### config.mk
export PLATFORM = sky130hd
export DESIGN_NAME = mmu_fault_check
export DESIGN_NICKNAME = d
export VERILOG_FILES = /design/src/rtl/mmu_fault_pkg.sv /design/src/rtl/mmu_align_chk.sv /design/src/rtl/mmu_domain_sel.sv /design/src/rtl/mmu_ap_select.sv /design/src/rtl/mmu_perm_chk.sv /design/src/rtl/mmu_fault_check.sv
export SDC_FILE = /design/constraint.sdc
export NUM_CORES = 1
export LEC_CHECK = 0
export BUFFER_PORTS_ARGS = -buffer_cell sky130_fd_sc_hd__buf_4
export CORE_MARGIN = 5
export CORE_UTILIZATION = 25
export CTS_CLUSTER_DIAMETER = 80
export CTS_CLUSTER_SIZE = 24
export DETAILED_ROUTE_END_ITERATION = 10
export PLACE_DENSITY_LB_ADDON = 0.2
export SLEW_MARGIN = 20
export SYNTH_ARGS = -nofsm -noshare
export SYNTH_HDL_FRONTEND = slang
export SYNTH_SLANG_ARGS = --single-unit
### constraint.sdc
create_clock -name clk -period 2.64 [get_ports clk]
set_input_delay 0.264 -clock clk [delete_from_list [all_inputs] [get_ports clk]]
set_output_delay 0.264 -clock clk [all_outputs]
set_load 0.03 [all_outputs]
### src/rtl/mmu_fault_pkg.sv
// Package: shared encodings for the access fault evaluator.
// Assumes: descriptor type and domain encodings are fixed by the table format.
package mmu_fault_pkg;

    typedef enum logic [3:0] {
        FC_NONE     = 4'b0000,
        FC_ALIGN    = 4'b0001,
        FC_SEC_XLT  = 4'b0101,
        FC_PG_XLT   = 4'b0111,
        FC_SEC_DOM  = 4'b1001,
        FC_PG_DOM   = 4'b1011,
        FC_SEC_PERM = 4'b1101,
        FC_SUB_PERM = 4'b1111
    } fault_code_e;

    typedef enum logic [1:0] {
        DOM_NOACC   = 2'b00,
        DOM_CLIENT  = 2'b01,
        DOM_RSVD    = 2'b10,
        DOM_MANAGER = 2'b11
    } dom_kind_e;

    localparam logic [1:0] L1_PAGE_TBL = 2'b01;
    localparam logic [1:0] L1_SECTION  = 2'b10;
    localparam logic [1:0] L2_LARGE    = 2'b01;
    localparam logic [1:0] L2_SMALL    = 2'b10;

endpackage

### src/rtl/mmu_align_chk.sv
// Module: flags a misaligned data word access.
// Assumes: only the two lowest address bits matter; fetches and bytes are exempt.
module mmu_align_chk (
    input  logic       chk_en_i,
    input  logic       is_fetch_i,
    input  logic       is_byte_i,
    input  logic [1:0] va_lo_i,
    output logic       misalign_o
);

    // A data word access with either low address bit set is misaligned.
    always_comb begin
        misalign_o = chk_en_i && !is_fetch_i && !is_byte_i && (va_lo_i != 2'b00);
    end

    // fetches and byte accesses never report misalignment.
    always_comb begin
        if (is_fetch_i || is_byte_i) begin
            a_r4_exempt_kinds : assert (!misalign_o);
        end
    end

endmodule

### src/rtl/mmu_domain_sel.sv
// Module: picks one 2-bit domain value out of the packed domain register.
// Assumes: N_DOM is a power of two so every index value names a field.
module mmu_domain_sel #(
    parameter int N_DOM = 16,
    localparam int DOM_W = $clog2(N_DOM)
) (
    input  logic [2*N_DOM-1:0] dacr_i,
    input  logic [DOM_W-1:0]   idx_i,
    output logic [1:0]         dom_o
);

    logic [1:0] fields [N_DOM];

    // Split the register into one field per domain.
    for (genvar g = 0; g < N_DOM; g++) begin : g_field
        assign fields[g] = dacr_i[2*g+1:2*g];
    end

    // Select the field named by the descriptor.
    always_comb begin
        dom_o = fields[idx_i];
    end

endmodule

### src/rtl/mmu_ap_select.sv
// Module: chooses the quarter-page AP field of a second-level entry.
// Assumes: four consecutive 2-bit AP fields start at AP_LSB; quarter bits at
//          SMALL_QTR_LSB for small pages and LARGE_QTR_LSB for large pages.
module mmu_ap_select #(
    parameter int DESC_W        = 32,
    parameter int VA_W          = 32,
    parameter int AP_LSB        = 4,
    parameter int N_QTR         = 4,
    parameter int SMALL_QTR_LSB = 10,
    parameter int LARGE_QTR_LSB = 14,
    localparam int QTR_W = $clog2(N_QTR)
) (
    input  logic [DESC_W-1:0] l2_i,
    input  logic [VA_W-1:0]   va_i,
    input  logic              large_i,
    output logic [1:0]        ap_o
);

    logic [1:0]       ap_fld [N_QTR];
    logic [QTR_W-1:0] qtr;
    logic             unused_va;

    // Unpack the quarter AP fields, lowest quarter first.
    for (genvar g = 0; g < N_QTR; g++) begin : g_ap
        assign ap_fld[g] = l2_i[AP_LSB+2*g +: 2];
    end

    // The quarter index comes from address bits that depend on page size.
    always_comb begin
        qtr  = large_i ? va_i[LARGE_QTR_LSB +: QTR_W] : va_i[SMALL_QTR_LSB +: QTR_W];
        ap_o = ap_fld[qtr];
    end

    assign unused_va = ^{va_i, l2_i};

endmodule

### src/rtl/mmu_perm_chk.sv
// Module: decides whether an AP code allows the access in a client domain.
// Assumes: the modifier bit changes only the meaning of AP 00.
module mmu_perm_chk (
    input  logic [1:0] ap_i,
    input  logic       sys_prot_i,
    input  logic       priv_i,
    input  logic       write_i,
    output logic       allow_o
);

    // Decode the AP code against privilege and direction.
    always_comb begin
        unique case (ap_i)
            2'b00:   allow_o = sys_prot_i && priv_i && !write_i;
            2'b01:   allow_o = priv_i;
            2'b10:   allow_o = priv_i || !write_i;
            default: allow_o = 1'b1;
        endcase
    end

    // only the fully open code admits a user write.
    always_comb begin
        if (!priv_i && write_i && ap_i != 2'b11) begin
            a_r11_user_write_needs_open : assert (!allow_o);
        end
    end

endmodule

### src/rtl/mmu_fault_check.sv
// Module: top of the access fault evaluator. Applies the alignment,
//         translation, domain and permission checks in priority order and
//         registers the outcome one cycle after req_i.
// Assumes: the descriptors on the inputs belong to va_i in the request cycle;
//          synchronous active-low reset.
module mmu_fault_check #(
    parameter int VA_W    = 32,
    parameter int DESC_W  = 32,
    parameter int N_DOM   = 16,
    parameter int DOM_LSB = 5,
    parameter int SAP_LSB = 10,
    localparam int DOM_W  = $clog2(N_DOM),
    localparam int DACR_W = 2 * N_DOM
) (
    input  logic              clk,
    input  logic              rst_n,
    input  logic              req_i,
    input  logic              xlat_en_i,
    input  logic              align_chk_en_i,
    input  logic              sys_prot_i,
    input  logic [DACR_W-1:0] dacr_i,
    input  logic              is_fetch_i,
    input  logic              is_byte_i,
    input  logic              is_write_i,
    input  logic              is_priv_i,
    input  logic [VA_W-1:0]   va_i,
    input  logic [DESC_W-1:0] l1_desc_i,
    input  logic [DESC_W-1:0] l2_desc_i,
    output logic              done_o,
    output logic              fault_o,
    output logic              pass_o,
    output logic [3:0]        fault_code_o
);
    import mmu_fault_pkg::*;

    logic        misalign;
    logic        l1_ok, is_section, l2_ok, is_large;
    logic [1:0]  dom_val, sec_ap, pg_ap, ap_used;
    logic        dom_bad, dom_client, perm_ok;
    fault_code_e code_nxt;
    logic        unused_bits;

    mmu_align_chk i_align (
        .chk_en_i   (align_chk_en_i),
        .is_fetch_i (is_fetch_i),
        .is_byte_i  (is_byte_i),
        .va_lo_i    (va_i[1:0]),
        .misalign_o (misalign)
    );

    mmu_domain_sel #(.N_DOM(N_DOM)) i_dom (
        .dacr_i (dacr_i),
        .idx_i  (l1_desc_i[DOM_LSB +: DOM_W]),
        .dom_o  (dom_val)
    );

    mmu_ap_select #(.DESC_W(DESC_W), .VA_W(VA_W)) i_apsel (
        .l2_i    (l2_desc_i),
        .va_i    (va_i),
        .large_i (is_large),
        .ap_o    (pg_ap)
    );

    mmu_perm_chk i_perm (
        .ap_i       (ap_used),
        .sys_prot_i (sys_prot_i),
        .priv_i     (is_priv_i),
        .write_i    (is_write_i),
        .allow_o    (perm_ok)
    );

    // Classify both descriptors and the selected domain.
    always_comb begin
        l1_ok      = (l1_desc_i[1:0] == L1_SECTION) || (l1_desc_i[1:0] == L1_PAGE_TBL);
        is_section = (l1_desc_i[1:0] == L1_SECTION);
        l2_ok      = (l2_desc_i[1:0] == L2_LARGE) || (l2_desc_i[1:0] == L2_SMALL);
        is_large   = (l2_desc_i[1:0] == L2_LARGE);
        dom_bad    = (dom_val == DOM_NOACC) || (dom_val == DOM_RSVD);
        dom_client = (dom_val == DOM_CLIENT);
        sec_ap     = l1_desc_i[SAP_LSB +: 2];
        ap_used    = is_section ? sec_ap : pg_ap;
    end

    // Apply the checks in fixed priority and name the first one that fails.
    always_comb begin
        code_nxt = FC_NONE;
        if (misalign) begin
            code_nxt = FC_ALIGN;
        end else if (xlat_en_i) begin
            if (!l1_ok) begin
                code_nxt = FC_SEC_XLT;
            end else if (is_section) begin
                if (dom_bad)                      code_nxt = FC_SEC_DOM;
                else if (dom_client && !perm_ok)  code_nxt = FC_SEC_PERM;
            end else begin
                if (!l2_ok)                       code_nxt = FC_PG_XLT;
                else if (dom_bad)                 code_nxt = FC_PG_DOM;
                else if (dom_client && !perm_ok)  code_nxt = FC_SUB_PERM;
            end
        end
    end

    // Register the verdict for the cycle after a request.
    always_ff @(posedge clk) begin
        if (!rst_n) begin
            done_o       <= 1'b0;
            fault_o      <= 1'b0;
            pass_o       <= 1'b0;
            fault_code_o <= FC_NONE;
        end else begin
            done_o       <= req_i;
            fault_o      <= req_i && (code_nxt != FC_NONE);
            pass_o       <= req_i && (code_nxt == FC_NONE);
            fault_code_o <= req_i ? code_nxt : FC_NONE;
        end
    end

    assign unused_bits = ^{va_i, l1_desc_i, l2_desc_i};

    // a completion follows every request and only a request.
    a_r2_done_tracks_req : assert property (@(posedge clk) disable iff (!rst_n)
        $past(rst_n) |-> (done_o == $past(req_i)));

    // pass and fault are exclusive and both need a completion.
    a_r13_pass_fault_excl : assert property (@(posedge clk) disable iff (!rst_n)
        (pass_o || fault_o) |-> (done_o && (pass_o != fault_o)));

    // a fault flag always comes with a non-zero code.
    a_r13_fault_has_code : assert property (@(posedge clk) disable iff (!rst_n)
        fault_o |-> (fault_code_o != 4'b0000));

    // a misaligned data word request yields the alignment code.
    a_r3_align_code : assert property (@(posedge clk) disable iff (!rst_n)
        $past(rst_n && req_i && align_chk_en_i && !is_fetch_i && !is_byte_i
              && (va_i[1:0] != 2'b00)) |-> (fault_code_o == FC_ALIGN));

    // with translation and alignment checking both off, every request passes.
    a_r6_xlat_off_pass : assert property (@(posedge clk) disable iff (!rst_n)
        $past(rst_n && req_i && !xlat_en_i && !align_chk_en_i) |-> pass_o);

    // an invalid second-level entry wins over any domain outcome.
    a_r8_pg_xlt_first : assert property (@(posedge clk) disable iff (!rst_n)
        $past(rst_n && req_i && xlat_en_i && !misalign
              && (l1_desc_i[1:0] == L1_PAGE_TBL)
              && ((l2_desc_i[1:0] == 2'b00) || (l2_desc_i[1:0] == 2'b11)))
        |-> (fault_code_o == FC_PG_XLT));

endmodule

==> results of run 1 <==
how the worst max path moves through the flow:
stage	from	to	slack (ns)	cells past startpoint
after floorplan	l2_desc_i[1]	fault_code_o[0]$_SDFF_PN0_	0.47	10
after global placement	l2_desc_i[1]	fault_code_o[0]$_SDFF_PN0_	0.23	10
after detailed placement	l2_desc_i[1]	pass_o$_SDFF_PN0_	0.14	10
after CTS	l2_desc_i[1]	fault_code_o[1]$_SDFF_PN0_	0.40	10
after global routing	l2_desc_i[1]	pass_o$_SDFF_PN0_	0.21	10
final	l2_desc_i[1]	fault_code_o[1]$_SDFF_PN0_	0.43	10
sequential cells by signal, indices dropped and copies added, names as in the netlist:
| register | count |
|---|---|
| fault_o | 1 |
| pass_o | 1 |
| done_o | 1 |
| fault_code_o | 4 |
report_power, final:
group | internal [mW] | total, mW | switching (mW)
Sequential | 0.111 | 0.112 | 0.00129
Combinational | 0.120 | 0.200 | 0.0795
Clock | 0.0575 | 0.0948 | 0.0373
Total | 0.289 | 0.407 | 0.118
synthesized netlist by cell type, types with 3 or more instances:
master    n  share of area
nand2b_1  4          0.033
nand2_1   5          0.025
nand3_1   3          0.020
nor2b_1   4          0.033
mux4_2    8           0.24
inv_1     5          0.025
nor2_1    4          0.020
dfxtp_1   7           0.19
mux2i_1   5          0.066
a21oi_1   6          0.040
cells in the final DEF, fill, tap and decap left out:
master	instances
buf_4	73
mux4_2	8
dfxtp_1	7
a21oi_1	6
inv_1	5
mux2i_1	5
nand2_1	5
nand2b_1	4
nor2_1	4
nor2b_1	4
nand3_1	3
clkbuf_4	3
o21ai_0	2
o211ai_1	2
a221oi_1	2
a211oi_1	2
a31oi_1	2
ha_1	2
a32oi_1	1
mux2i_4	1
a22o_1	1
a32o_1	1
or3b_1	1
a2bb2oi_1	1
nor3b_1	1
nor4b_1	1
o21ai_1	1
a221o_1	1
o22ai_1	1
o211a_1	1
clkbuf_1	1
through the flow:
stage | setup slack (ns) | std cells | power, mW
6_report | 0.428 | 185 | 0.407
5_1_grt | 0.213 | 185 | 0.433
4_1_cts | 0.402 | 185 | 0.411
3_5_place_dp | 0.135 | 181 | 0.316
3_3_place_gp | 0.228 | 181 | 0.310
2_1_floorplan | 0.473 | 79 | 0.216
kinds of logic after synthesis:
logic type,synth area share
compound gates,0.223
fa+ha+maj,0.0332
buf+inv,0.0581
flops,0.186
mux,0.336
simple gates,0.164
final cells by class:
cell class / count / share of cell area
Clock buffer: 4 / 0.0196
Inverter: 5 / 0.0140
Multi-Input combinational cell: 63 / 0.424
Sequential cell: 7 / 0.104
Tap cell: 33 / 0.0307
Timing Repair Buffer: 73 / 0.408
routing by layer:
metal,global-route usage,up-vias,wire length [um]
li1,-,457,-
met1,0.123,413,888
met2,0.203,54,1250
met3,0.0399,2,307
met4,0.0290,0,9
met5,0,-,0
==> reports/metrics.cfg, run 1 <==
[global_routing]
grt_overflow=0
grt_max_degree=8
grt_util_all_layers=0.112
grt_pass1_wl_um=3840
antenna_found_initial=0
grt_pass1_vias=991

[setup_path]
slowest_delay_ns=0.39
endpoint_kind=flip-flop
path_cells=buf_4 > inv_1 > ha_1 > mux2i_4 > mux2i_1 > a221oi_1 > a21oi_1 > or3b_1 > a221oi_1 > o211a_1
cpMaxStageDelayCell=a221oi_1
cp_num_buf_inv=2
start_kind=primary input
required_ns=2.83
critPathMostFrequentCell=a221oi_1
path_delay_family=compound AO/OA/AOI/OAI gates
worstPathArrival_ns=2.40
setup.worst_path.class=primary input to flip-flop
path_max_fanout=4

[clock_tree]
cts_buffer_depth=2
ctsResizeCount=0
cts_sinks=7
tritoncts=yes
cts_root_buf=clkbuf_4
cts_setup_buffers=0
cts-buffers-inserted=3
htree_levels=1
clk_pin_slew_ns=0.05
postCtsHoldBufs=0

[sta]
setup_violations=0
fmax_mhz=452
whs_ns=0.273
max_slew_margin=0.554
maxSlewViolCount=0
rsz0062_at_grt=false
tns_ns=0
finalCriticalPeriod_ns=2.21
fin_crit_sh=0.838
tightest_slew_ns=0.659
hold_violations=0

[yosys]
syn_area_um2=753
ys_seq_elements=7
yosys_warnings=0
synth_cells=79
synth_top_flop_cell=dfxtp_1
syn_avg_cell_area_um2=9.53
synth_nets=219
async_flop_share=0
synth_edf_count=0
synth-seq-area-share=0.186
synthDistinctLibCells=31

[power_and_ir_drop]
peakVddDrop_v=0.0000993
p_leak_nw=0.649
power.density_mw_per_mm2=303

[finish]
stdcell_area_mm2=0.00134
final_util=0.451
multi_input_area_um2=569
regArea_um2=140
diodes=0
nets=293
drive_gt1_frac=0.559
fillers=292
area_delta_synth_final_pct=78.4

[floorplanning]
die_h_um=64.9
design.core.area_mm2=0.00298
start_util=0.253
dieArea_mm2=0.00421
die_w_um=64.9
rows=20
io_pins=145

[min_path]
min_path_type=primary input to flip-flop
hp-start=req_i
holdPathEnd=done_o$_SDFF_PN0_
whs_path_depth=3

[drt]
vias=926
drtAntennaViolNets=0
first_pass_iters=4
post_drt_via_cell_ratio=5.01
drc_errors=0
drtIter0Drc=19
wire_per_inst_um=13.3
drt-total-wl_um=2450

[place]
placedInstanceArea_mm2=0.00132
numPortBuffers=72
hpwl_um=2270
place_congestion=0.762

[flow_run]
drv_cap=0

[run_status]
status=finished, final reports clean

(Power assumes the default switching activity.)
==> run 2, diff against run 1 <==
==> constraint.sdc (replaced) <==
create_clock -name clk -period 2.1 [get_ports clk]
set_input_delay 0.21 -clock clk [delete_from_list [all_inputs] [get_ports clk]]
set_output_delay 0.21 -clock clk [all_outputs]
set_load 0.03 [all_outputs]
==> reports/metrics.cfg, run 2 (synthesis gave the netlist of run 1 again) <==
[run_status]
status=finished, final reports clean  ; unchanged

[power_and_ir_drop]
p_comb_frac=0.517  ; was 0.491
peakVddDrop_v=0.000124  ; was 0.0000993 V
p_leak_nw=0.669  ; was 0.649 nW
power_switching_uw=152  ; was 118 uW
power.share.clock=0.218  ; was 0.233
power.density_mw_per_mm2=378  ; was 303 mW/mm^2
finalPower_uw=533  ; was 407 uW
seqPwrFrac=0.265  ; was 0.276
p_int_uw=381  ; was 289 uW
switching_share=0.284  ; was 0.290

[floorplanning]
die_w_um=64.9  ; unchanged
die_h_um=64.9  ; unchanged
io_pins=145  ; unchanged
rows=20  ; unchanged
design.core.area_mm2=0.00298  ; unchanged
dieArea_mm2=0.00421  ; unchanged
start_util=0.253  ; unchanged

[global_routing]
antenna_found_initial=0  ; unchanged
grt_util_all_layers=0.112  ; about the same
grt_pass1_vias=993  ; was 991
grt_max_degree=8  ; unchanged
grt_pass1_wl_um=3750  ; was 3840 um
grt_overflow=0  ; unchanged

[sta]
tightest_slew_ns=0.651  ; was 0.659 ns
rsz0062_at_grt=true  ; was false
maxSlewViolCount=0  ; unchanged
fmax_mhz=497
fin_crit_sh=0.957
setup_violations=0  ; unchanged
finalCriticalPeriod_ns=2.01
hold_violations=0  ; unchanged
tns_ns=0  ; unchanged
max_slew_margin=0.560  ; was 0.554

[drt]
vias=943  ; was 926
drc_errors=0  ; unchanged
first_pass_iters=4  ; unchanged
drt-total-wl_um=2500  ; was 2450 um
post_drt_via_cell_ratio=4.99  ; was 5.01
wire_per_inst_um=13.2  ; was 13.3 um
drtAntennaViolNets=0  ; unchanged
drtIter0Drc=17  ; was 19

[min_path]
min_path_type=primary input to flip-flop  ; unchanged

[finish]
layout.cells.most_common=buf_4  ; unchanged
regMostFlops=fault_code_o  ; unchanged
fin_cells=189  ; was 185
layout.cells.most_common_list=buf_4 (76), mux4_2 (8), dfxtp_1 (7), a21oi_1 (5), nand2_1 (5)  ; was buf_4 (73), mux4_2 (8), dfxtp_1 (7), a21oi_1 (6)
largest_reg_flops=4  ; unchanged
drive_gt1_frac=0.609  ; was 0.559
nets=297  ; was 293
final_util=0.473  ; was 0.451
diodes=0  ; unchanged
area_delta_synth_final_pct=87.0  ; was 78.4%

[clock_tree]
cts-buffers-inserted=3  ; unchanged
cts_sinks=7  ; unchanged
htree_levels=1  ; unchanged
clk_pin_slew_ns=0.05  ; about the same
tritoncts=yes  ; unchanged
cts_buffer_depth=2  ; unchanged
cts_root_buf=clkbuf_4  ; unchanged
postCtsHoldBufs=0  ; unchanged

[setup_path]
start_kind=primary input  ; unchanged
path_max_fanout=4  ; unchanged
crit_start=l2_desc_i[1]  ; unchanged
required_ns=2.27  ; was 2.83 ns
setup.worst_path.class=primary input to flip-flop  ; unchanged
worstPathArrival_ns=2.18  ; was 2.40 ns
endpoint_kind=flip-flop  ; unchanged
endpoint=fault_code_o[3]$_SDFF_PN0_  ; was fault_code_o[1]$_SDFF_PN0_

[place]
hpwl_um=2290  ; was 2270 um
numPortBuffers=72  ; unchanged
place_congestion=0.690  ; was 0.762
place_inst=184  ; was 181

[flow_run]
drv_cap=0  ; unchanged

-- run 2: changes by cell type in the layout (fill, tap and decap cells not counted), sizes merged --
cell | before | now
buf | 73 | 77
-- run 2: per-layer routing --
layer / global-route usage / routed length (um) / vias to the layer above / share of wire
li1: - / - / 465 / -
met1: 0.106 / 875 / 428 / 0.35
met2: 0.222 / 1340 / 48 / 0.54
met3: 0.0277 / 259 / 2 / 0.10
met4: 0.0475 / 19 / 0 / 0.0076
met5: 0 / 0 / - / 0
-- run 2: worst min path at each step --
stage / cells after the start / endpoint / start / slack (ns)
5_1_grt: 3 / done_o$_SDFF_PN0_ / req_i / 0.24
3_5_place_dp: 3 / done_o$_SDFF_PN0_ / req_i / 0.48
6_report: 3 / done_o$_SDFF_PN0_ / req_i / 0.23
2_1_floorplan: 2 / fault_code_o[3]$_SDFF_PN0_ / xlat_en_i / 0.34
3_3_place_gp: 3 / done_o$_SDFF_PN0_ / req_i / 0.47
4_1_cts: 3 / done_o$_SDFF_PN0_ / req_i / 0.22
-- run 2: per-stage QoR --
stage          setup slack [ns]  instance area (um^2)  hold slack [ns]
2_1_floorplan            0.0147                   766            0.338
3_5_place_dp             -0.188                  1350            0.481
3_3_place_gp             -0.152                  1350            0.474
4_1_cts                  0.0666                  1380            0.224
6_report                 0.0895                  1410            0.229
5_1_grt                 -0.0298                  1410            0.243
-- run 2: critical path: stages --
cell,delay (ns)
buf_6,0.09
inv_4,0.04
ha_4,0.15
mux2i_4,0.27
mux2i_2,0.25
a221oi_2,0.10
a21oi_2,0.12
or3b_4,0.39
a221o_1,0.38
a21oi_1,0.17
-- run 2: final cells by class --
type	count	area, um^2
well taps	33	41.3
flip-flops and latches	7	140
clock buffers	4	26.3
multi-input cells	63	598
fillers	285	1570
inverters	5	21.3
repair buffers	77	582
-- run 2: what timing repair did --
action                                  4_1_cts  5_1_grt
endpoints found under the hold margin         0        0
setup buffers                                 0        1
endpoints found under the setup margin        0        6
resized for setup                             0        6
-- run 2: power by group through the flow --
stage	sequential (mW)	combinational [mW]	clock (mW)
finish	0.141	0.275	0.116
global placement	0.144	0.259	0
floorplan	0.157	0.116	0
global route	0.142	0.297	0.127
CTS	0.141	0.266	0.121
detailed placement	0.144	0.265	0
==> run 3, diff against run 2 <==
--- a/config.mk
+++ b/config.mk
@@ -11,7 +11,8 @@
 export CTS_CLUSTER_DIAMETER = 80
 export CTS_CLUSTER_SIZE = 24
 export DETAILED_ROUTE_END_ITERATION = 10
-export PLACE_DENSITY_LB_ADDON = 0.2
+export PLACE_DENSITY = 0.89
+export RECOVER_POWER = 25
 export SLEW_MARGIN = 20
 export SYNTH_ARGS = -nofsm -noshare
 export SYNTH_HDL_FRONTEND = slang
==> reports/metrics.cfg, run 3 (synthesis gave the netlist of run 1 again) <==
[clock_tree]
postCtsHoldBufs=0  ; unchanged
tritoncts=yes  ; unchanged
cts_sinks=7  ; unchanged
htree_levels=1  ; unchanged
ctsResizeCount=0  ; unchanged
cts-buffers-inserted=3  ; unchanged
clk_pin_slew_ns=0.05  ; about the same
cts_root_buf=clkbuf_4  ; unchanged
cts_setup_buffers=0  ; unchanged
cts_buffer_depth=2  ; unchanged

[setup_path]
cpMaxStageDelayCell=or3b_1  ; was or3b_4
path_max_fanout=3  ; was 4
worstPathArrival_ns=2.20  ; was 2.18 ns
endpoint_kind=flip-flop  ; unchanged
setup.worst_path.class=primary input to flip-flop  ; unchanged
slowest_delay_ns=0.39  ; about the same
start_kind=primary input  ; unchanged
path_cells=buf_4 > inv_2 > ha_4 > mux2i_4 > mux2i_1 > a221oi_1 > a21oi_1 > or3b_1 > a221oi_1 > o211a_1  ; was buf_6 > inv_4 > ha_4 > mux2i_4 > mux2i_2 > a221oi_2 > a21oi_2 > or3b_4 > a221o_1 > a21oi_1
required_ns=2.29  ; was 2.27 ns
critPathMostFrequentCell=a221oi_1

[sta]
maxSlewViolCount=0  ; unchanged
tightest_slew_ns=0.661  ; was 0.651 ns
fin_crit_sh=0.959  ; was 0.957
finalCriticalPeriod_ns=2.01  ; about the same
hold_violations=0  ; unchanged
setup_violations=0  ; unchanged
tns_ns=0  ; unchanged
max_slew_margin=0.553  ; was 0.560
rsz0062_at_grt=true  ; unchanged
fmax_mhz=496  ; was 497 MHz

[finish]
area_delta_synth_final_pct=83.6  ; was 87.0%
diodes=0  ; unchanged
nets=297  ; unchanged
regMostFlops=fault_code_o  ; unchanged
final_util=0.464  ; was 0.473
layout.cells.most_common=buf_4  ; unchanged
largest_reg_flops=4  ; unchanged
layout.cells.most_common_list=buf_4 (75), mux4_2 (8), dfxtp_1 (7), a21oi_1 (6)  ; was buf_4 (76), mux4_2 (8), dfxtp_1 (7), a21oi_1 (5), nand2_1 (5)
fillers=315  ; was 285
drive_gt1_frac=0.577  ; was 0.609

[place]
place_congestion=0.801  ; was 0.690
numPortBuffers=72  ; unchanged
hpwl_um=2180  ; was 2290 um

[drt]
drc_errors=0  ; unchanged
met3_length_um=294  ; was 259 um
wl_met1_um=781  ; was 875 um
top_layer_used=met3  ; was met4
first_pass_iters=4  ; unchanged
post_drt_via_cell_ratio=4.94  ; was 4.99
wire_per_inst_um=12.4  ; was 13.2 um
vias=934  ; was 943
drtAntennaViolNets=0  ; unchanged
wl_met2_um=1260  ; was 1340 um
drt-total-wl_um=2340  ; was 2500 um
drtIter0Drc=42  ; was 17

[floorplanning]
start_util=0.253  ; unchanged
rows=20  ; unchanged
io_pins=145  ; unchanged
die_h_um=64.9  ; unchanged
design.core.area_mm2=0.00298  ; unchanged
dieArea_mm2=0.00421  ; unchanged
die_w_um=64.9  ; unchanged

[min_path]
whs_path_depth=3  ; unchanged
holdPathEnd=done_o$_SDFF_PN0_  ; unchanged
hp-start=req_i  ; unchanged
min_path_type=primary input to flip-flop  ; unchanged

[global_routing]
grt_pass1_vias=968  ; was 993
antenna_found_initial=0  ; unchanged
grt_overflow=0  ; unchanged
grt_max_degree=8  ; unchanged
grt_util_all_layers=0.112  ; about the same
grt_pass1_wl_um=3760  ; was 3750 um

[power_and_ir_drop]
peakVddDrop_v=0.000123  ; was 0.000124 V
p_leak_nw=0.663  ; was 0.669 nW
power.density_mw_per_mm2=376  ; was 378 mW/mm^2

[flow_run]
drv_cap=0  ; unchanged

[run_status]
status=finished, final reports clean  ; unchanged

-- run 3: worst max-delay path by stage --
stage	startpoint	end	slack (ns)	cells after the start
detailed placement	l2_desc_i[1]	fault_code_o[1]$_SDFF_PN0_	-0.19	10
CTS	l2_desc_i[1]	fault_code_o[1]$_SDFF_PN0_	0.06	10
global placement	l2_desc_i[1]	fault_o$_SDFF_PN0_	-0.15	10
finish	l2_desc_i[1]	fault_code_o[1]$_SDFF_PN0_	0.09	10
global route	l2_desc_i[1]	fault_o$_SDFF_PN0_	-0.003	10
floorplan	l2_desc_i[1]	fault_o$_SDFF_PN0_	0.01	10
-- run 3: worst max-delay path, delay by kind of cell --
kind	cells	cell delay, ns
simple gates	1	0.39
buf+inv	2	0.16
compound gates	4	0.83
mux	2	0.46
fa+ha+maj	1	0.15
-- run 3: metrics by stage --
step | hold slack (ns) | setup slack [ns] | area (um^2) | total power, mW | cells
floorplan | 0.338 | 0.0147 | 766 | 0.273 | 79
global route | 0.228 | -0.00275 | 1380 | 0.566 | 189
CTS | 0.218 | 0.0631 | 1390 | 0.532 | 189
detailed placement | 0.476 | -0.193 | 1360 | 0.411 | 185
global placement | 0.476 | -0.147 | 1360 | 0.406 | 185
finish | 0.217 | 0.0851 | 1380 | 0.520 | 189
-- run 3: final cells by class --
cell class	count	area [um^2]	area share
clock buffer	4	26.3	0.0190
inverter	5	18.8	0.0136
multi-input combinational	63	582	0.421
sequential	7	140	0.101
tap	33	41.3	0.0299
timing repair buffer	77	574	0.415
-- run 3: layer usage --
layer	global-route usage	vias to the layer above
li1	-	467
met1	0.110	416
met2	0.221	51
met3	0.0295	0
met4	0.0396	0
met5	0	-
-- run 3: power by group --
part / internal (mW) / leakage [nW] / total [mW] / switching (mW)
clock: 0.0721 / 0.0150 / 0.116 / 0.0438
combinational: 0.164 / 0.591 / 0.263 / 0.0996
sequential: 0.140 / 0.0573 / 0.141 / 0.00130
